<file path="src/rtl/regpair_pkg.sv">
package regpair_pkg;

  localparam int NPAIR = 6;

  localparam logic [7:0] PFX_NONE  = 8'h00;
  localparam logic [7:0] PFX_EXT   = 8'hED;
  localparam logic [7:0] PFX_IDX_X = 8'hDD;
  localparam logic [7:0] PFX_IDX_Y = 8'hFD;

  localparam logic [7:0] OP_IDX_INC = 8'h23;
  localparam logic [7:0] OP_IDX_DEC = 8'h2B;

  typedef enum logic [2:0] {
    PR_BC = 3'd0,
    PR_DE = 3'd1,
    PR_HL = 3'd2,
    PR_SP = 3'd3,
    PR_IX = 3'd4,
    PR_IY = 3'd5
  } pair_e;

  typedef enum logic [2:0] {
    K_NONE = 3'd0,
    K_ADD  = 3'd1,
    K_ADC  = 3'd2,
    K_SBC  = 3'd3,
    K_INC  = 3'd4,
    K_DEC  = 3'd5
  } kind_e;

  typedef struct packed {
    kind_e kind;
    pair_e dst;
    pair_e src;
    logic  bad;
  } dec_t;

  typedef struct packed {
    logic s;
    logic z;
    logic h;
    logic v;
    logic n;
    logic c;
  } flags_t;

  // Field value 2 names the accumulator pair of the instruction itself.
  function automatic pair_e field_pair(input logic [1:0] f, input pair_e self);
    case (f)
      2'b00:   return PR_BC;
      2'b01:   return PR_DE;
      2'b10:   return self;
      default: return PR_SP;
    endcase
  endfunction

endpackage

</file>
<file path="src/rtl/rp_decode.sv">
module rp_decode
  import regpair_pkg::*;
#(
  parameter int CW             = 4,
  parameter int CYC_ADD_SHORT  = 11,
  parameter int CYC_LONG       = 15,
  parameter int CYC_STEP_SHORT = 6,
  parameter int CYC_STEP_IDX   = 10
) (
  input  logic [7:0]    prefix_i,
  input  logic [7:0]    opcode_i,
  output dec_t          dec_o,
  output logic [CW-1:0] cost_o
);

  logic [1:0] f;
  pair_e      idx;

  assign f   = opcode_i[5:4];
  assign idx = (prefix_i == PFX_IDX_Y) ? PR_IY : PR_IX;

  always_comb begin
    dec_o  = '{K_NONE, PR_HL, PR_HL, 1'b1};
    cost_o = CW'(1);
    case (prefix_i)
      PFX_NONE: begin
        if (opcode_i[7:6] == 2'b00) begin
          case (opcode_i[3:0])
            4'h9: begin
              dec_o  = '{K_ADD, PR_HL, field_pair(f, PR_HL), 1'b0};
              cost_o = CW'(CYC_ADD_SHORT);
            end
            4'h3: begin
              dec_o  = '{K_INC, field_pair(f, PR_HL), field_pair(f, PR_HL), 1'b0};
              cost_o = CW'(CYC_STEP_SHORT);
            end
            4'hB: begin
              dec_o  = '{K_DEC, field_pair(f, PR_HL), field_pair(f, PR_HL), 1'b0};
              cost_o = CW'(CYC_STEP_SHORT);
            end
            default: ;
          endcase
        end
      end
      PFX_EXT: begin
        if (opcode_i[7:6] == 2'b01) begin
          case (opcode_i[3:0])
            4'hA: begin
              dec_o  = '{K_ADC, PR_HL, field_pair(f, PR_HL), 1'b0};
              cost_o = CW'(CYC_LONG);
            end
            4'h2: begin
              dec_o  = '{K_SBC, PR_HL, field_pair(f, PR_HL), 1'b0};
              cost_o = CW'(CYC_LONG);
            end
            default: ;
          endcase
        end
      end
      PFX_IDX_X, PFX_IDX_Y: begin
        if (opcode_i[7:6] == 2'b00 && opcode_i[3:0] == 4'h9) begin
          dec_o  = '{K_ADD, idx, field_pair(f, idx), 1'b0};
          cost_o = CW'(CYC_LONG);
        end else if (opcode_i == OP_IDX_INC) begin
          dec_o  = '{K_INC, idx, idx, 1'b0};
          cost_o = CW'(CYC_STEP_IDX);
        end else if (opcode_i == OP_IDX_DEC) begin
          dec_o  = '{K_DEC, idx, idx, 1'b0};
          cost_o = CW'(CYC_STEP_IDX);
        end
      end
      default: ;
    endcase
  end

endmodule

</file>
<file path="src/rtl/rp_byte_alu.sv">
module rp_byte_alu #(
  parameter int HW = 8
) (
  input  logic [HW-1:0] a_i,
  input  logic [HW-1:0] b_i,
  input  logic          cin_i,
  input  logic          sub_i,
  output logic [HW-1:0] res_o,
  output logic          cout_o,
  output logic          hc_o,
  output logic          ovf_o
);

  localparam int Q = HW / 2;

  logic [HW-1:0] bx;
  logic          ci;
  logic [HW:0]   full;

  // Subtraction as a + ~b + ~borrow; carries flip into borrows on the way out.
  assign bx   = sub_i ? ~b_i : b_i;
  assign ci   = sub_i ^ cin_i;
  assign full = {1'b0, a_i} + {1'b0, bx} + {{HW{1'b0}}, ci};

  assign res_o  = full[HW-1:0];
  assign cout_o = full[HW] ^ sub_i;
  assign hc_o   = a_i[Q] ^ bx[Q] ^ full[Q] ^ sub_i;
  assign ovf_o  = (a_i[HW-1] == bx[HW-1]) && (full[HW-1] != a_i[HW-1]);

endmodule

</file>
<file path="src/rtl/rp_pairfile.sv">
module rp_pairfile
  import regpair_pkg::*;
#(
  parameter int W = 16
) (
  input  logic                       clk,
  input  logic                       rst,
  input  logic                       we_i,
  input  pair_e                      wsel_i,
  input  logic [W-1:0]               wdata_i,
  input  pair_e                      rsel_a_i,
  input  pair_e                      rsel_b_i,
  output logic [W-1:0]               rdata_a_o,
  output logic [W-1:0]               rdata_b_o,
  output logic [NPAIR-1:0][W-1:0]    pairs_o
);

  logic [NPAIR-1:0][W-1:0] pairs_q;

  always_ff @(posedge clk) begin
    if (rst) begin
      pairs_q <= '0;
    end else if (we_i) begin
      pairs_q[wsel_i] <= wdata_i;
    end
  end

  assign rdata_a_o = pairs_q[rsel_a_i];
  assign rdata_b_o = pairs_q[rsel_b_i];
  assign pairs_o   = pairs_q;

endmodule

</file>
<file path="src/rtl/regpair_alu.sv">
module regpair_alu
  import regpair_pkg::*;
#(
  parameter int PAIR_W         = 16,
  parameter int CYC_ADD_SHORT  = 11,
  parameter int CYC_LONG       = 15,
  parameter int CYC_STEP_SHORT = 6,
  parameter int CYC_STEP_IDX   = 10
) (
  input  logic              clk,
  input  logic              rst,
  input  logic              start_i,
  input  logic [7:0]        prefix_i,
  input  logic [7:0]        opcode_i,
  output logic [PAIR_W-1:0] bc_o,
  output logic [PAIR_W-1:0] de_o,
  output logic [PAIR_W-1:0] hl_o,
  output logic [PAIR_W-1:0] sp_o,
  output logic [PAIR_W-1:0] ix_o,
  output logic [PAIR_W-1:0] iy_o,
  output logic [5:0]        flags_o,
  output logic              done_o,
  output logic              illegal_o
);

  localparam int HW      = PAIR_W / 2;
  localparam int MAX_A   = (CYC_ADD_SHORT > CYC_LONG) ? CYC_ADD_SHORT : CYC_LONG;
  localparam int MAX_B   = (CYC_STEP_SHORT > CYC_STEP_IDX) ? CYC_STEP_SHORT : CYC_STEP_IDX;
  localparam int CYC_MAX = (MAX_A > MAX_B) ? MAX_A : MAX_B;
  localparam int CW      = $clog2(CYC_MAX + 1);

  dec_t                    dec;
  logic [CW-1:0]           dec_cost;
  logic [PAIR_W-1:0]       rd_a, rd_b;
  logic [NPAIR-1:0][PAIR_W-1:0] pairs;

  logic              busy_q;
  logic [CW-1:0]     cnt_q;
  kind_e             kind_q;
  pair_e             dst_q;
  logic              bad_q;
  logic [PAIR_W-1:0] a_q, b_q;
  logic [HW-1:0]     lo_q, hi_q;
  logic              midc_q, topc_q, hc_q, hv_q;
  flags_t            flags_q;
  logic              done_q, illegal_q;

  logic              accept, finish, arith, pass_lo, pass_hi;
  logic [HW-1:0]     alu_a, alu_b, alu_res;
  logic              alu_cin, alu_sub, alu_cout, alu_hc, alu_ovf;
  logic              we;
  logic [PAIR_W-1:0] wdata;

  rp_decode #(
    .CW(CW),
    .CYC_ADD_SHORT(CYC_ADD_SHORT),
    .CYC_LONG(CYC_LONG),
    .CYC_STEP_SHORT(CYC_STEP_SHORT),
    .CYC_STEP_IDX(CYC_STEP_IDX)
  ) u_decode (
    .prefix_i(prefix_i),
    .opcode_i(opcode_i),
    .dec_o(dec),
    .cost_o(dec_cost)
  );

  rp_pairfile #(.W(PAIR_W)) u_pairs (
    .clk(clk),
    .rst(rst),
    .we_i(we),
    .wsel_i(dst_q),
    .wdata_i(wdata),
    .rsel_a_i(dec.dst),
    .rsel_b_i(dec.src),
    .rdata_a_o(rd_a),
    .rdata_b_o(rd_b),
    .pairs_o(pairs)
  );

  assign accept  = start_i && !busy_q;
  assign finish  = busy_q && (cnt_q == CW'(1));
  assign arith   = (kind_q == K_ADD) || (kind_q == K_ADC) || (kind_q == K_SBC);
  assign pass_lo = busy_q && arith && (cnt_q == CW'(3));
  assign pass_hi = busy_q && arith && (cnt_q == CW'(2));

  // One shared half-width ALU: low half first, then high half.
  assign alu_a   = pass_lo ? a_q[HW-1:0] : a_q[PAIR_W-1:HW];
  assign alu_b   = pass_lo ? b_q[HW-1:0] : b_q[PAIR_W-1:HW];
  assign alu_cin = pass_lo ? ((kind_q != K_ADD) && flags_q.c) : midc_q;
  assign alu_sub = (kind_q == K_SBC);

  rp_byte_alu #(.HW(HW)) u_alu (
    .a_i(alu_a),
    .b_i(alu_b),
    .cin_i(alu_cin),
    .sub_i(alu_sub),
    .res_o(alu_res),
    .cout_o(alu_cout),
    .hc_o(alu_hc),
    .ovf_o(alu_ovf)
  );

  assign we = finish && (kind_q != K_NONE);

  always_comb begin
    case (kind_q)
      K_INC:   wdata = a_q + PAIR_W'(1);
      K_DEC:   wdata = a_q - PAIR_W'(1);
      default: wdata = {hi_q, lo_q};
    endcase
  end

  always_ff @(posedge clk) begin
    if (rst) begin
      busy_q    <= 1'b0;
      cnt_q     <= '0;
      kind_q    <= K_NONE;
      dst_q     <= PR_BC;
      bad_q     <= 1'b0;
      a_q       <= '0;
      b_q       <= '0;
      lo_q      <= '0;
      hi_q      <= '0;
      midc_q    <= 1'b0;
      topc_q    <= 1'b0;
      hc_q      <= 1'b0;
      hv_q      <= 1'b0;
      flags_q   <= '0;
      done_q    <= 1'b0;
      illegal_q <= 1'b0;
    end else begin
      done_q    <= finish;
      illegal_q <= finish && bad_q;

      if (accept) begin
        busy_q <= 1'b1;
        cnt_q  <= dec_cost;
        kind_q <= dec.kind;
        dst_q  <= dec.dst;
        bad_q  <= dec.bad;
        a_q    <= rd_a;
        b_q    <= rd_b;
      end else if (busy_q) begin
        cnt_q <= cnt_q - CW'(1);
        if (finish) busy_q <= 1'b0;
      end

      if (pass_lo) begin
        lo_q   <= alu_res;
        midc_q <= alu_cout;
      end

      if (pass_hi) begin
        hi_q   <= alu_res;
        topc_q <= alu_cout;
        hc_q   <= alu_hc;
        hv_q   <= alu_ovf;
      end

      if (finish) begin
        case (kind_q)
          K_ADD: begin
            flags_q.h <= hc_q;
            flags_q.n <= 1'b0;
            flags_q.c <= topc_q;
          end
          K_ADC, K_SBC: begin
            flags_q.s <= hi_q[HW-1];
            flags_q.z <= ({hi_q, lo_q} == '0);
            flags_q.h <= hc_q;
            flags_q.v <= hv_q;
            flags_q.n <= (kind_q == K_SBC);
            flags_q.c <= topc_q;
          end
          default: ;
        endcase
      end
    end
  end

  assign bc_o      = pairs[0];
  assign de_o      = pairs[1];
  assign hl_o      = pairs[2];
  assign sp_o      = pairs[3];
  assign ix_o      = pairs[4];
  assign iy_o      = pairs[5];
  assign flags_o   = flags_q;
  assign done_o    = done_q;
  assign illegal_o = illegal_q;

  // completion is a single-cycle pulse
  p_done_single_r9: assert property (@(posedge clk) disable iff (rst)
    done_q |=> !done_q);

  // a running count only steps down, whatever start_i does
  p_busy_ignores_start_r11: assert property (@(posedge clk) disable iff (rst)
    (busy_q && cnt_q > CW'(1)) |=> (busy_q && cnt_q == $past(cnt_q) - CW'(1)));

  // increment and decrement completions leave the flags alone
  p_step_keeps_flags_r8: assert property (@(posedge clk) disable iff (rst)
    (finish && (kind_q == K_INC || kind_q == K_DEC)) |=> $stable(flags_q));

  // plain adds keep sign, zero and overflow
  p_add_keeps_szv_r2: assert property (@(posedge clk) disable iff (rst)
    (finish && kind_q == K_ADD) |=>
      ($stable(flags_q.s) && $stable(flags_q.z) && $stable(flags_q.v)));

  // an illegal completion changed neither pairs nor flags
  p_illegal_no_change_r10: assert property (@(posedge clk) disable iff (rst)
    illegal_q |-> ($stable(pairs) && $stable(flags_q) && done_q));

endmodule

</file>
<file path="config.mk">
export PLATFORM = sky130hd
export DESIGN_NAME = regpair_alu
export DESIGN_NICKNAME = d
export VERILOG_FILES = /design/src/rtl/regpair_pkg.sv /design/src/rtl/rp_decode.sv /design/src/rtl/rp_byte_alu.sv /design/src/rtl/rp_pairfile.sv /design/src/rtl/regpair_alu.sv
export SDC_FILE = /design/constraint.sdc
export NUM_CORES = 1
export LEC_CHECK = 0
export BUFFER_PORTS_ARGS = -buffer_cell sky130_fd_sc_hd__buf_4
export CAP_MARGIN = 20
export CORE_MARGIN = 2
export CORE_UTILIZATION = 45
export DETAILED_ROUTE_END_ITERATION = 6
export GPL_TIMING_DRIVEN = 1
export HOLD_SLACK_MARGIN = 0.05
export PLACE_DENSITY = 0.67
export RECOVER_POWER = 25
export SYNTH_ARGS = -nofsm -noshare
export SYNTH_HDL_FRONTEND = slang
export SYNTH_SLANG_ARGS = --single-unit
</file>
<file path="constraint.sdc">
create_clock -name clk -period 3.65 [get_ports clk]
set_clock_uncertainty 0.2 [all_clocks]
set_input_delay 0.73 -clock clk [delete_from_list [all_inputs] [get_ports clk]]
set_output_delay 0.73 -clock clk [all_outputs]
set_load 0.01 [all_outputs]
</file>
After elaboration in Yosys (flattened, before gate mapping)
Cells that the tools add are included.
{ "word_totals": {"regBits": 168, "latch_bits": 0, "mem_bits_rw": 0, "rom_bits": 0, "inputBits": 19, "output_inout_bits": 104, "word_cells": 132, "n_memories": 0} }
{ "op_classes": {"add_sub_neg": 5, "multipliers": 0, "n_div": 0, "magnitude_cmp": 4, "n_eq_ne": 24, "shifts": 0, "mux": 37, "bitwise_logic": 6, "reduce_logical": 29} }
{ "ops": {"columns": ["op", "n"], "rows": [
  ["16-bit binary-select mux with 3-bit select", 2],
  ["96-bit bitwise mux", 1],
  ["10-bit case mux with 3 select lines", 2],
  ["10-bit two-way mux", 5],
  ["16-bit demux with 3-bit select", 1],
  ["16-bit two-way mux", 3],
  ["4-bit two-way mux", 8],
  ["16-bit case mux with 2 select lines", 1],
  ["8-bit equality test (second input constant)", 3],
  ["8-bit two-way mux", 3],
  ["9-bit case mux with 2 select lines", 1],
  ["16-bit by 1-bit adder with 16-bit output (second input constant)", 1],
  ["4-bit by 2-bit equality test with 1-bit output (second input constant)", 4],
  ["8-bit by 6-bit equality test with 1-bit output (second input constant)", 2],
  ["16-bit zero test", 1],
  ["16-bit by 1-bit subtractor with 16-bit output (second input constant)", 1],
  ["4-bit equality test (second input constant)", 3],
  ["3-bit by 4-bit < comparator with 1-bit output (second input constant)", 3],
  ["4-bit case mux with 3 select lines", 1],
  ["1-bit logical AND", 11],
  ["8-bit by 8-bit adder with 9-bit output", 1],
  ["9-bit by 1-bit adder with 9-bit output", 1],
  ["3-bit case mux with 3 select lines", 1],
  ["8-bit zero test", 1],
  ["25 further kinds", 44]
]} }

Depth between registers and ports, before layout
Gate-level depths: netlist (run 1).
{ "depth": {"depth_word": 12, "mapped_depth": 17, "ltp_nobuf": 14} }

Hierarchy
From an unflattened synthesis (run 1), not the netlist that was laid out.
{ "hier_totals": {"cells_unflattened": 1221, "area_unflattened_um2": 9590.4} }
{ "by_module_without_submodules": {"columns": ["mod", "instances", "cells_each", "area_each_um2", "seq_area_each_um2"], "rows": [
  ["rp_pairfile", 1, 622, 5038.6, 1921.8],
  ["regpair_alu", 1, 502, 3823.7, 1441.4],
  ["rp_byte_alu", 1, 50, 426.7, 0.0],
  ["rp_decode", 1, 47, 301.5, 0.0]
]} }

Worst setup path after synthesis (run 1)
OpenSTA, ideal clock, no wires.
{ "synth_timing": {"kind": "flip-flop to flip-flop", "from": "register kind_q[1]", "to": "register midc_q", "setup_ns": 0.125, "t_arrival_ns": 3.574, "required_time_ns": 3.325, "path_slack_ns": -0.249, "stages_incl_launch_ff": 18, "n_path_buf": 3, "synth_period_minus_slack_ns": 3.899, "path_cell_list": "dfxtp_1 clkbuf_1 nor2_1 nor4bb_1 nand2_1 buf_1 clkbuf_1 nor2_1 a21oi_1 fa_1 fa_1 nor2b_1 o21ai_0 a21boi_0 o21a_1 o211a_1 or3_1 nand3_1"} }
{ "synth_between": {"elab_chain_cells": 11, "elab_cells_between_ends": 18, "classes_between": "add/sub (2); eq/ne (4); mux (4); bitwise (3); reduce/logical (5)"} }
{ "synth_rtl": {"columns": ["item", "line_no", "source"], "rows": [
  ["from (decl)", "regpair_alu.sv:39", "kind_e kind_q;"],
  ["from (signal assigned)", "regpair_alu.sv:138", "kind_q <= dec.kind;"],
  ["3-bit by 1-bit equality test with 1-bit output / 3-bit by 2-bit equality test with 1-bit output (equally long branches)", "regpair_alu.sv:82", "assign arith = (kind_q == K_ADD) || (kind_q == K_ADC) || (kind_q == K_SBC);"],
  ["1-bit logical OR (2 in a row)", "regpair_alu.sv:82", null],
  ["1-bit logical AND (2 in a row)", "regpair_alu.sv:83", "assign pass_lo = busy_q && arith && (cnt_q == CW'(3));"],
  ["8-bit two-way mux", "regpair_alu.sv:88", "assign alu_b = pass_lo ? b_q[HW-1:0] : b_q[PAIR_W-1:HW];"],
  ["8-bit inverter", "rp_byte_alu.sv:21", "assign bx = sub_i ? ~b_i : b_i;"],
  ["8-bit two-way mux", "rp_byte_alu.sv:21", null],
  ["8-bit by 8-bit adder with 9-bit output", "rp_byte_alu.sv:23", "assign full = {1'b0, a_i} + {1'b0, bx} + {{HW{1'b0}}, ci};"],
  ["9-bit by 1-bit adder with 9-bit output", "rp_byte_alu.sv:23", null],
  ["1-bit bitwise XOR", "rp_byte_alu.sv:26", "assign cout_o = full[HW] ^ sub_i;"],
  ["to (signal assigned)", "regpair_alu.sv:150", "midc_q <= alu_cout;"],
  ["to (decl)", "regpair_alu.sv:44", "logic midc_q, topc_q, hc_q, hv_q;"]
]} }
Several ways; a longest one is shown, not always the timed one.
A chain may end at the register's enable or synchronous reset.

Worst setup path in the final report (run 1)
{ "layout_timing": {"from": "register kind_q[2]", "to": "register u_pairs.pairs_q, in the netlist u_pairs.pairs_o[62]"} }
{ "layout_between": {"elab_chain_cells": 3, "elab_cells_between_ends": 6, "classes_between": "eq/ne (2); mux (2); reduce/logical (2)"} }
{ "layout_rtl": {"columns": ["item", "line_no", "source"], "rows": [
  ["3-bit equality test", "regpair_alu.sv:106", "case (kind_q)"],
  ["16-bit case mux with 2 select lines", "regpair_alu.sv:106", null],
  ["96-bit bitwise mux", "rp_pairfile.sv:24", "pairs_q[wsel_i] <= wdata_i;"],
  ["to (signal, indexed assignment)", "rp_pairfile.sv:24", null],
  ["to (decl)", "rp_pairfile.sv:18", "logic [NPAIR-1:0][W-1:0] pairs_q;"]
]} }
Several ways; a longest one is shown, not always the timed one.

==> results of run 1 <==
## repair_timing
action                                  4_1_cts  5_1_grt
gates resized for setup                       1       17
endpoints found under the setup margin        2       42
hold buffers                                  0        0
endpoints found under the hold margin         0        0
pin swaps                                     0        2
## kinds of logic after synthesis
kind of cell             Yosys count  share of synthesized area [%]
multiplexers                      63                          9.057
flip-flops                       168                          35.85
AO/OA/AOI/OAI                    308                          22.50
adder cells (fa/ha/maj)           28                          3.975
buffers and inverters            100                          4.988
XOR/XNOR                          16                          1.494
AND/OR/NAND/NOR                  446                          22.13
## how the worst max path moves through the flow
stage | from | to | depth (start not counted)
finish | kind_q[2] | u_pairs.pairs_o[62] | 12
global route | kind_q[1] | hi_q[7] | 14
CTS | cnt_q[2] | hi_q[7] | 14
detailed placement | cnt_q[2] | lo_q[7] | 14
global placement | cnt_q[2] | lo_q[7] | 14
floorplan | kind_q[1] | midc_q | 17
## worst max-delay path, cell delays in order (launching register included)
cell and delay [ps]:
dfxtp_2 360, nor2b_1 150, nand2_1 140, clkinvlp_4 250, ha_1 420, nor2b_1 250, o2111ai_1 180, a21oi_1 230
o31ai_2 130, a211oi_1 360, mux2i_1 140, buf_4 170, a221oi_1 300
## stage by stage
step	setup WS (ps)	utilization, %	cells
finish	238.9	54.36	1516
global route	-24.80	54.36	1516
CTS	49.08	55.22	1516
detailed placement	5.580	52.32	1484
global placement	129.9	52.32	1484
floorplan	6.097	-	1129
## final cells by class
class / count / area share [%]
clock buffers: 19 / 3.911
clock inverters: 13 / 1.390
inverters: 17 / 0.6104
multi-input cells: 861 / 51.03
flip-flops and latches: 168 / 30.41
well taps: 270 / 3.052
repair buffers: 168 / 9.596
## metal layers
| metal | vias up | part of all wire (%) |
|---|---|---|
| met2 | 372 | 45 |
| met4 | 0 | 2.6 |
| met1 | 4385 | 45 |
| li1 | 4344 | - |
| met5 | - | 0 |
| met3 | 49 | 7.6 |
## state kept, by name, indices dropped and copies added, names as in the netlist, 3 cells and up
name             count
b_q                 16
cnt_q                4
flags_o              6
dst_q                3
hi_q                 8
lo_q                 8
u_pairs.pairs_o     96
kind_q               3
a_q                 16
## synthesized netlist by cell type, types with 11 or more instances
cell	instances	area share (%)
ha_1	25	3.3
nand3b_1	14	1.1
nor2_1	177	7.1
clkbuf_1	62	2.5
nand2_1	116	4.6
a21oi_1	100	5.3
or3_1	13	0.87
nand3_1	18	0.96
mux4_2	11	2.6
a221oi_1	20	1.9
nor3_1	44	2.3
a221o_1	16	1.7
o21ai_0	32	1.7
mux2i_1	47	5.0
a22o_1	14	1.3
dfxtp_1	168	36
xnor2_1	15	1.4
a211oi_1	67	5.4
inv_1	17	0.68
## power groups by stage
stage	sequential (mW)	combinational, mW	clock (mW)
after floorplan	1.89	0.0870	0
after global placement	1.89	0.137	0
after detailed placement	1.89	0.138	0
after CTS	1.85	0.139	1.82
after global routing	1.85	0.154	1.91
final	1.85	0.141	1.81
==> metrics.csv, run 1 <==
stage,metric,value,unit
run_status,status,"finished, final reports clean",
layout,Register Area,3366,sq um
logic_synthesis,Synth Cell Area,9380,sq um
global_routing,busiest layer in global routing,met2,
logic_synthesis,Avg Inst Size Synth,8.308,sq um
worst_setup_path,worst r2r src,kind_q[2],
global_routing,largest net degree at the start of global routing,65,
hold_path,hold path startpoint,flags_o[2],
sta,smallest hold slack,254.9,ps
sta,Tmin final,3411,ps
sta,setup TNS,0,ps
sta,RSZ-0062 raised after global routing,true,
logic_synthesis,number of synthesized register bits,168,
worst_setup_path,CP endpoint kind,flop,
worst_setup_path,Reg2Reg Setup Slack,240,ps
cts,CTS Root Buffer Type,clkbuf_16,
layout,most frequent cells in the layout,"176 x nor2_1, 166 x dfxtp_1, 115 x nand2_1",
hold_path,Hold Crit Endpoint,flags_o[2],
power_and_ir_drop,Sw Share,24.54,%
logic_synthesis,YS warnings,0,
place,routability cong.,0.9158,
power_and_ir_drop,leakage power,4.160,nW
power_and_ir_drop,Worst VDD drop,277.1,uV
cts,CTS buffer count,17,
place,HPWL Detailed,22.23,mm
worst_setup_path,worst r2r path cells,12,
logic_synthesis,Netlist cell types,72,
cts,Post-CTS Setup Repair Bufs,0,
cts,CTS tree,built,
route,via/cell ratio,6.036,
logic_synthesis,Syn Nets,1176,
place,Placed Area,10660,sq um
layout,fill count,1967,
layout,"most common cell after layout, fill and taps aside",nor2_1,
layout,area delta synth->final,18.01,%
global_routing,Total GRT Usage,27.45,%
worst_setup_path,CP required,3740,ps
cts,clk buf depth,2,
power_and_ir_drop,Clk pwr share,47.6,%
global_routing,grt ovf,0,
route,post-route ant nets,0,
worst_setup_path,CP arrival,3500,ps
place,IO buf count,122,
floorplan,full die area,22020,sq um
logic_synthesis,most used flip-flop cell after synthesis,dfxtp_1,
worst_setup_path,worst-path maximum fanout,9,
logic_synthesis,Cells after Synth,1129,
layout,share of cells above drive strength 1,14.69,%
worst_setup_path,type of origin of the critical path,flop,
floorplan,Initial Utilization,46.06,%
floorplan,die height,148.4,um
power_and_ir_drop,Psw,0.9325,mW
route,via count of the routed design,9150,
floorplan,Core Area,20360,sq um
hold_path,WHS Path Cells,2,
sta,worst-margin pin slew,1374,ps
route,DRC violations left,0,
logic_synthesis,asr flop ratio synth,0,%
power_and_ir_drop,pwr dens,343.3,nW/um^2
global_routing,met1 usage,39.58,%
layout,ANT cells,0,
global_routing,initial antenna violation count,0,
route,drt total wl,30.39,mm
hold_path,worst hold path class,reg -> reg,
route,drt wl/cell,20.05,um
power_and_ir_drop,Reg power frac,48.7,%
cts,CTS sink cnt,168,
global_routing,vias in the first global route,8247,
job,Max Cap Viol,0,
sta,final setup vio count,0,
power_and_ir_drop,total power draw,3.800,mW
layout,final instance area,11070,sq um
power_and_ir_drop,Pint,2.867,mW
layout,nets@finish,1280,
cts,CTS clock-pin slew for the worst setup and hold paths,70,ps
sta,Peak Freq,0.2932,GHz
global_routing,first-pass GRT wire length,47.16,mm
layout,multi-input logic area,5649,sq um
sta,fraction of the cycle the final worst path needs,93.45,%
floorplan,row count,52,
logic_synthesis,post-synthesis sequential area ratio,35.85,%
logic_synthesis,"EDFF count, synth",0,
worst_setup_path,reg2reg end,u_pairs.pairs_o[62],
floorplan,die width,148.4,um
floorplan,IO Count,123,
sta,Final Max Slew Viols,0,
worst_setup_path,kind of critical path,reg -> reg,
sta,Fin. Hold Viols,0,
route,drt first pass iters,5,
cts,clk_lat worst skew,430,ps
route,drt initial violations,873,
sta,Max-slew headroom,8.385,%
global_routing,met2 usage,41.41,%
global_routing,met3 Usage GRT,5.491,%
power_and_ir_drop,Comb pwr share,3.7,%
cts,CTS HTree Levels,4,
Note: power is estimated with default switching activity, not from simulation.
==> inputs of run 2 (changes only) <==
Settings changed: CELL_PAD_IN_SITES_DETAIL_PLACEMENT set to 1, CELL_PAD_IN_SITES_GLOBAL_PLACEMENT set to 2, CORE_UTILIZATION 45 to 32, PLACE_DENSITY 0.67 to unset, PLACE_DENSITY_LB_ADDON set to 0.1.
==> metrics.csv, run 2 (same netlist as run 1, synthesis figures left out) <==
stage,metric,value,unit,change
place,routability cong.,0.8071,,-12%
cts,clk buf depth,2,,unchanged
cts,CTS sink cnt,168,,unchanged
layout,multi-input logic area,5645,sq um,about the same
place,HPWL Detailed,27.32,mm,+23%
sta,fraction of the cycle the final worst path needs,93.10,%,-0.35 points
route,highest metal used,met4,,
power_and_ir_drop,Comb pwr share,3.8,%,about the same
run_status,status,"complete, but fails checks",,
route,met1 wire length,18.84,mm,+37%
layout,ANT cells,0,,unchanged
run_status,failing checks,"max-capacitance violations, max-slew violations",,
cts,CTS buffer count,17,,unchanged
worst_setup_path,Critical Path Source,kind_q[1],,
worst_setup_path,CP endpoint,topc_q,,
global_routing,grt ovf,0,,unchanged
cts,clk_lat worst skew,450,ps,+20 ps
floorplan,full die area,30700,sq um,+39%
layout,number of flip-flops in the largest register,96,,unchanged
cts,Hold Buf Count CTS,0,,unchanged
worst_setup_path,worst r2r src,kind_q[1],,
floorplan,row count,62,,+19%
sta,worst-margin pin slew,1870,ps,+496.2 ps
route,via count of the routed design,8992,,-1.7%
route,drt first pass iters,5,,unchanged
global_routing,Total GRT Usage,23.99,%,-3.5 points
route,post-route ant nets,0,,unchanged
route,drt wl/cell,22.06,um,+10%
global_routing,vias in the first global route,9017,,+9.3%
worst_setup_path,CP arrival,3590,ps,+90 ps
layout,area delta synth->final,21.24,%,
place,IO buf count,122,,unchanged
global_routing,initial antenna violation count,0,,unchanged
worst_setup_path,CP required,3840,ps,+100 ps
worst_setup_path,Reg2Reg Setup Slack,250,ps,about the same
worst_setup_path,type of origin of the critical path,flop,,
floorplan,die height,175.2,um,+18%
sta,Peak Freq,0.2943,GHz,+0.38%
layout,most frequent cells in the layout,"176 x nor2_1, 167 x dfxtp_1, 123 x buf_4",,
cts,CTS tree,built,,
layout,fill count,3436,,+75%
route,drt initial violations,623,,-29%
route,drt total wl,36.38,mm,+20%
global_routing,largest net degree at the start of global routing,84,,+29%
sta,Max-slew headroom,-24.70,%,-33 points
layout,Util after Layout,39.51,%,-15 points
worst_setup_path,CP endpoint kind,flop,,
sta,Final Max Slew Viols,43,,+43
layout,"most common cell after layout, fill and taps aside",nor2_1,,
sta,final setup vio count,0,,unchanged
hold_path,worst hold path class,reg -> reg,,
power_and_ir_drop,Clk pwr share,48.8,%,+1.2 points
hold_path,hold path startpoint,hc_q,,
cts,CTS clock-pin slew for the worst setup and hold paths,80,ps,about the same
job,Max Cap Viol,1,,+1
power_and_ir_drop,Psw,1.024,mW,+9.8%
worst_setup_path,worst-path maximum fanout,12,,+3
power_and_ir_drop,Reg power frac,47.4,%,-1.3 points
layout,share of cells above drive strength 1,15.81,%,+1.1 points
sta,setup TNS,0,ps,unchanged
power_and_ir_drop,Sw Share,26.25,%,+1.7 points
worst_setup_path,reg2reg end,topc_q,,
floorplan,Initial Utilization,32.59,%,-13 points
global_routing,first-pass GRT wire length,56.28,mm,+19%
sta,Tmin final,3398,ps,-12.83 ps
cts,CTS HTree Levels,4,,unchanged
sta,Fin. Hold Viols,0,,unchanged
floorplan,Core Area,28780,sq um,+41%
route,routed wl met3,1.055,mm,-54%
worst_setup_path,worst r2r path cells,14,,+2
route,via/cell ratio,5.453,,-9.7%
power_and_ir_drop,pwr dens,343.0,nW/um^2,about the same
sta,RSZ-0062 raised after global routing,true,,
cts,CTS Root Buffer Type,clkbuf_16,,
floorplan,die width,175.2,um,+18%
layout,Register Area,3364,sq um,about the same
hold_path,WHS Path Cells,2,,unchanged
route,met2 WL,16.06,mm,+18%
layout,nets@finish,1299,,+1.5%
floorplan,IO Count,123,,unchanged
worst_setup_path,kind of critical path,reg -> reg,,
power_and_ir_drop,total power draw,3.900,mW,+2.6%
power_and_ir_drop,Pint,2.876,mW,+0.31%
route,DRC violations left,0,,unchanged
power_and_ir_drop,leakage power,4.280,nW,+2.9%
power_and_ir_drop,Worst VDD drop,326.2,uV,+18%
## run 2: cell types whose count changed in the layout (fill, tap and decap cells not counted), sizes merged
cell / before / now
clkbuf: 80 / 78
clkinv: 2 / 5
buf: 107 / 126
clkinvlp: 2 / 1
## run 2: critical path, cell delays in order, from the launching register on
cell and delay [ps]:
dfxtp_1 360, nor2_1 90, nor4bb_4 300, nand2_2 150, buf_4 220, mux2i_1 190
xnor2_1 150, ha_1 290, nor2b_1 140, o21ai_0 200, a21boi_1 130, o21a_1 210
o211a_1 250, or3_1 370, nand3_1 80
## run 2: layer usage
layer  up-vias  global-route usage [%]
met2       145                   36.19
li1       4366                       -
met1      4456                   35.61
met4         0                   5.972
met5         -                       0
met3        25                   3.590
## run 2: power groups by stage
stage | sequential [mW] | combinational, mW | clock [mW]
after floorplan | 1.89 | 0.0870 | 0
after global placement | 1.89 | 0.148 | 0
after detailed placement | 1.89 | 0.149 | 0
after CTS | 1.85 | 0.149 | 1.95
after global routing | 1.85 | 0.164 | 2.02
final | 1.85 | 0.148 | 1.90
## run 2: metrics by stage
step | worst slack [ps] | instance area [sq um] | hold slack (ps) | std cells
2_1_floorplan | 6.097 | 9392 | 230.1 | 1129
3_3_place_gp | 112.6 | 10940 | 246.4 | 1614
3_5_place_dp | 14.86 | 10940 | 256.2 | 1614
4_1_cts | 6.570 | 11540 | 264.6 | 1646
5_1_grt | -29.21 | 11370 | 283.9 | 1649
6_report | 251.7 | 11370 | 256.6 | 1649
## run 2: worst min path at each step
stage | to | slack (ps)
3_5_place_dp | hc_q | 260
2_1_floorplan | illegal_o | 230
3_3_place_gp | hc_q | 250
4_1_cts | hc_q | 260
6_report | hc_q | 260
5_1_grt | flags_o[5] | 280
## run 2: final cells by class
| type | count | area share, % |
|---|---|---|
| timing repair buffer | 187 | 10.66 |
| tap | 384 | 4.225 |
| clock inverter | 15 | 1.584 |
| clock buffer | 17 | 3.741 |
| multi-input combinational | 861 | 49.64 |
| sequential | 168 | 29.59 |
| inverter | 17 | 0.5611 |
## run 2: timing repair
action / in CTS / in global routing
resized for setup: 0 / 13
buffers inserted: 0 / 3
endpoints found under the setup margin: 0 / 44
==> inputs of run 3 (changes only) <==
--- a/config.mk
+++ b/config.mk
@@ -7,3 +7,2 @@
 export LEC_CHECK = 0
-export BUFFER_PORTS_ARGS = -buffer_cell sky130_fd_sc_hd__buf_4
 export CAP_MARGIN = 20
@@ -12,4 +11,5 @@
 export CORE_MARGIN = 2
-export CORE_UTILIZATION = 32
+export CORE_UTILIZATION = 34
 export DETAILED_ROUTE_END_ITERATION = 6
+export DONT_BUFFER_PORTS = 1
 export GPL_TIMING_DRIVEN = 1
@@ -20,2 +20,3 @@
 export SYNTH_HDL_FRONTEND = slang
+export SYNTH_HIERARCHICAL = 1
 export SYNTH_SLANG_ARGS = --single-unit
--- a/constraint.sdc
+++ b/constraint.sdc
@@ -4,2 +4,2 @@
 set_output_delay 0.73 -clock clk [all_outputs]
-set_load 0.01 [all_outputs]
+set_load 0.05 [all_outputs]
==> metrics.csv, run 3 <==
stage,metric,value,unit,change
run_status,status,"complete, but fails checks",,
run_status,failing checks,"max-capacitance violations, max-slew violations",,
global_routing,initial antenna violation count,0,,unchanged
layout,share of cells above drive strength 1,9.942,%,-5.9 points
logic_synthesis,"EDFF count, synth",0,,unchanged
worst_setup_path,worst-path maximum fanout,18,,+6
worst_setup_path,CP arrival,3540,ps,-50 ps
logic_synthesis,top post-synthesis cells by area,"dfxtp_1 35%, nand2_1 13%, mux2i_1 11%",,
cts,CTS sink cnt,168,,unchanged
global_routing,largest net degree at the start of global routing,168,,+100%
worst_setup_path,CP endpoint kind,flop,,
sta,Peak Freq,0.2927,GHz,-0.52%
place,routability cong.,0.8024,,-0.58%
worst_setup_path,type of origin of the critical path,flop,,
cts,Hold Buf Count CTS,0,,unchanged
route,via count of the routed design,8647,,-3.8%
worst_setup_path,worst r2r path cells,13,,-1
route,post-route ant nets,0,,unchanged
logic_synthesis,most used flip-flop cell after synthesis,dfxtp_1,,
logic_synthesis,share of the synthesized area in the top cell type,35.07,%,-0.79 points
logic_synthesis,asr flop ratio synth,0,%,unchanged
sta,RSZ-0062 raised after global routing,false,,
hold_path,WHS Path Cells,1,,-1
power_and_ir_drop,Worst VDD drop,280.6,uV,-14%
logic_synthesis,YS warnings,6,,+6
layout,"most common cell after layout, fill and taps aside",nand2_1,,
logic_synthesis,Syn Nets,1254,,+6.6%
global_routing,grt ovf,0,,unchanged
worst_setup_path,"Slowest-stage cell, CP",mux2_1,,
layout,area delta synth->final,10.45,%,
sta,Tmin final,3416,ps,+17.74 ps
place,IO buf count,0,,-100%
logic_synthesis,Netlist cell types,73,,+1.4%
place,HPWL Detailed,25.52,mm,-6.6%
cts,CTS HTree Levels,4,,unchanged
logic_synthesis,post-synthesis sequential area ratio,35.07,%,-0.79 points
sta,Final Max Slew Viols,40,,-7.0%
layout,Util after Layout,38.13,%,-1.4 points
layout,ANT cells,0,,unchanged
route,drt total wl,34.38,mm,-5.5%
route,drt initial violations,445,,-29%
floorplan,IO Count,123,,unchanged
cts,Post-CTS Setup Repair Bufs,0,,unchanged
route,DRC violations left,0,,unchanged
job,Max Cap Viol,1,,unchanged
worst_setup_path,crit-path cells,nand2b_1 > nor4_4 > nand2_2 > buf_6 > mux2_1 > xor2_1 > ha_1 > a211oi_1 > o21bai_1 > o22ai_1 > mux2_1 > nand3_1 > a21oi_1,,
logic_synthesis,Synth Cell Area,9590,sq um,+2.2%
cts,clk_lat worst skew,440,ps,about the same
floorplan,Initial Utilization,34.52,%,+1.9 points
worst_setup_path,WP buf/inv,1,,unchanged
sta,worst-margin pin slew,1881,ps,+10.54 ps
route,drt wl/cell,21.83,um,-1.0%
worst_setup_path,CP required,3780,ps,-60 ps
worst_setup_path,"slowest stage delay, CP",370,ps,about the same
sta,Max-slew headroom,-25.40,%,-0.70 points
floorplan,row count,61,,-1.6%
cts,CTS tree,built,,
place,Placed Cells,1543,,-4.4%
sta,final setup vio count,0,,unchanged
layout,nets@finish,1217,,-6.3%
floorplan,die height,172.0,um,-1.9%
worst_setup_path,critical path's top delay family,multiplexers,,
cts,clk buf depth,2,,unchanged
hold_path,worst hold path class,in -> reg,,
power_and_ir_drop,pwr dens,363.9,nW/um^2,+6.1%
worst_setup_path,CP dominant cell by count,mux2_1,,
worst_setup_path,CP Depth,13,,-1
sta,Fin. Hold Viols,0,,unchanged
cts,CTS buffer count,17,,unchanged
cts,post-CTS sizing,0,,unchanged
layout,final non-filler cell total,1575,,-4.5%
route,via/cell ratio,5.490,,+0.68%
floorplan,die width,172.0,um,-1.9%
cts,CTS clock-pin slew for the worst setup and hold paths,70,ps,about the same
logic_synthesis,"top cells by count, synth","327 x nand2_1, 174 x a21oi_1, 168 x dfxtp_1",,
logic_synthesis,"count leader, synth",nand2_1,,
route,drt first pass iters,4,,-1
logic_synthesis,Cells after Synth,1221,,+8.1%
sta,setup TNS,0,ps,unchanged
worst_setup_path,kind of critical path,reg -> reg,,
floorplan,full die area,29570,sq um,-3.7%
floorplan,Core Area,27780,sq um,-3.5%
logic_synthesis,number of synthesized register bits,168,,unchanged
logic_synthesis,Avg Inst Size Synth,7.855,sq um,-5.5%
sta,fraction of the cycle the final worst path needs,93.59,%,+0.49 points
cts,CTS Root Buffer Type,clkbuf_16,,
global_routing,Total GRT Usage,23.70,%,-0.29 points
logic_synthesis,"area leader, netlist",dfxtp_1,,
global_routing,first-pass GRT wire length,53.41,mm,-5.1%
layout,fill count,3373,,-1.8%
layout,most frequent cells in the layout,"327 x nand2_1, 174 x a21oi_1, 168 x dfxtp_1",,
power_and_ir_drop,leakage power,3.810,nW,-11%
layout,number of flip-flops in the largest register,96,,unchanged
global_routing,vias in the first global route,8746,,-3.0%
[run 3: changes by cell type after synthesis, sizes merged, moves of 35 or more]
cell	delta
nand2	+211
nor2	-147
a21oi	+72
a211oi	-63
mux2i	+58
nor3	-35
[run 3: logic make-up after synthesis]
family | Yosys count | synth area share, %
DFF | 168 | 35.07
and+or+nand+nor | 466 | 22.44
buffers and inverters | 117 | 5.675
xor gates and xnor gates | 34 | 3.105
adders and majority gates | 14 | 1.983
AOI/OAI and AO/OA | 298 | 18.54
muxes | 124 | 13.19
[run 3: metrics by stage]
step | setup WS (ps) | power, mW | hold slack (ps) | instance area [sq um]
final | 234.0 | 3.855 | 177.9 | 10590
after global routing | 9.733 | 3.996 | 147.9 | 10590
after CTS | 189.5 | 3.913 | 152.7 | 10610
after detailed placement | 210.3 | 1.980 | 247.7 | 9998
after global placement | 233.9 | 1.979 | 240.5 | 9998
after floorplan | 9.529 | 1.980 | 229.6 | 9600
[run 3: path summary, 6_finish.rpt]
kind,from,endpoint,slack [ps]
hold reg to reg,bad_q,bad_q,250
setup / recovery,cnt_q[2],hv_q,230
setup reg to reg,cnt_q[2],hv_q,230
hold / removal,rst,bad_q,180
[run 3: layer usage]
metal	part of all wire, %	track usage, %	vias up
met5	0	0	-
met4	1.3	5.480	0
met3	4.1	4.715	26
met2	48	39.90	133
met1	47	31.27	4310
li1	-	-	4178
[run 3: report_power, final]
group	switching (mW)	leakage, nW	internal (mW)	total [mW]
registers	0.0103	1.35	1.84	1.85
clock network	0.878	0.296	1.04	1.92
logic	0.0570	2.16	0.0283	0.0853
[run 3: area by class of cell]
cell class,count,area (sq um),share of cell area (%)
flip-flops and latches,168,3363,31.75
inverters,9,33.78,0.3189
clock buffers,17,425.4,4.016
well taps,378,473.0,4.465
multi-input cells,936,5705,53.86
repair buffers,52,404.1,3.815
clock inverters,15,187.7,1.772
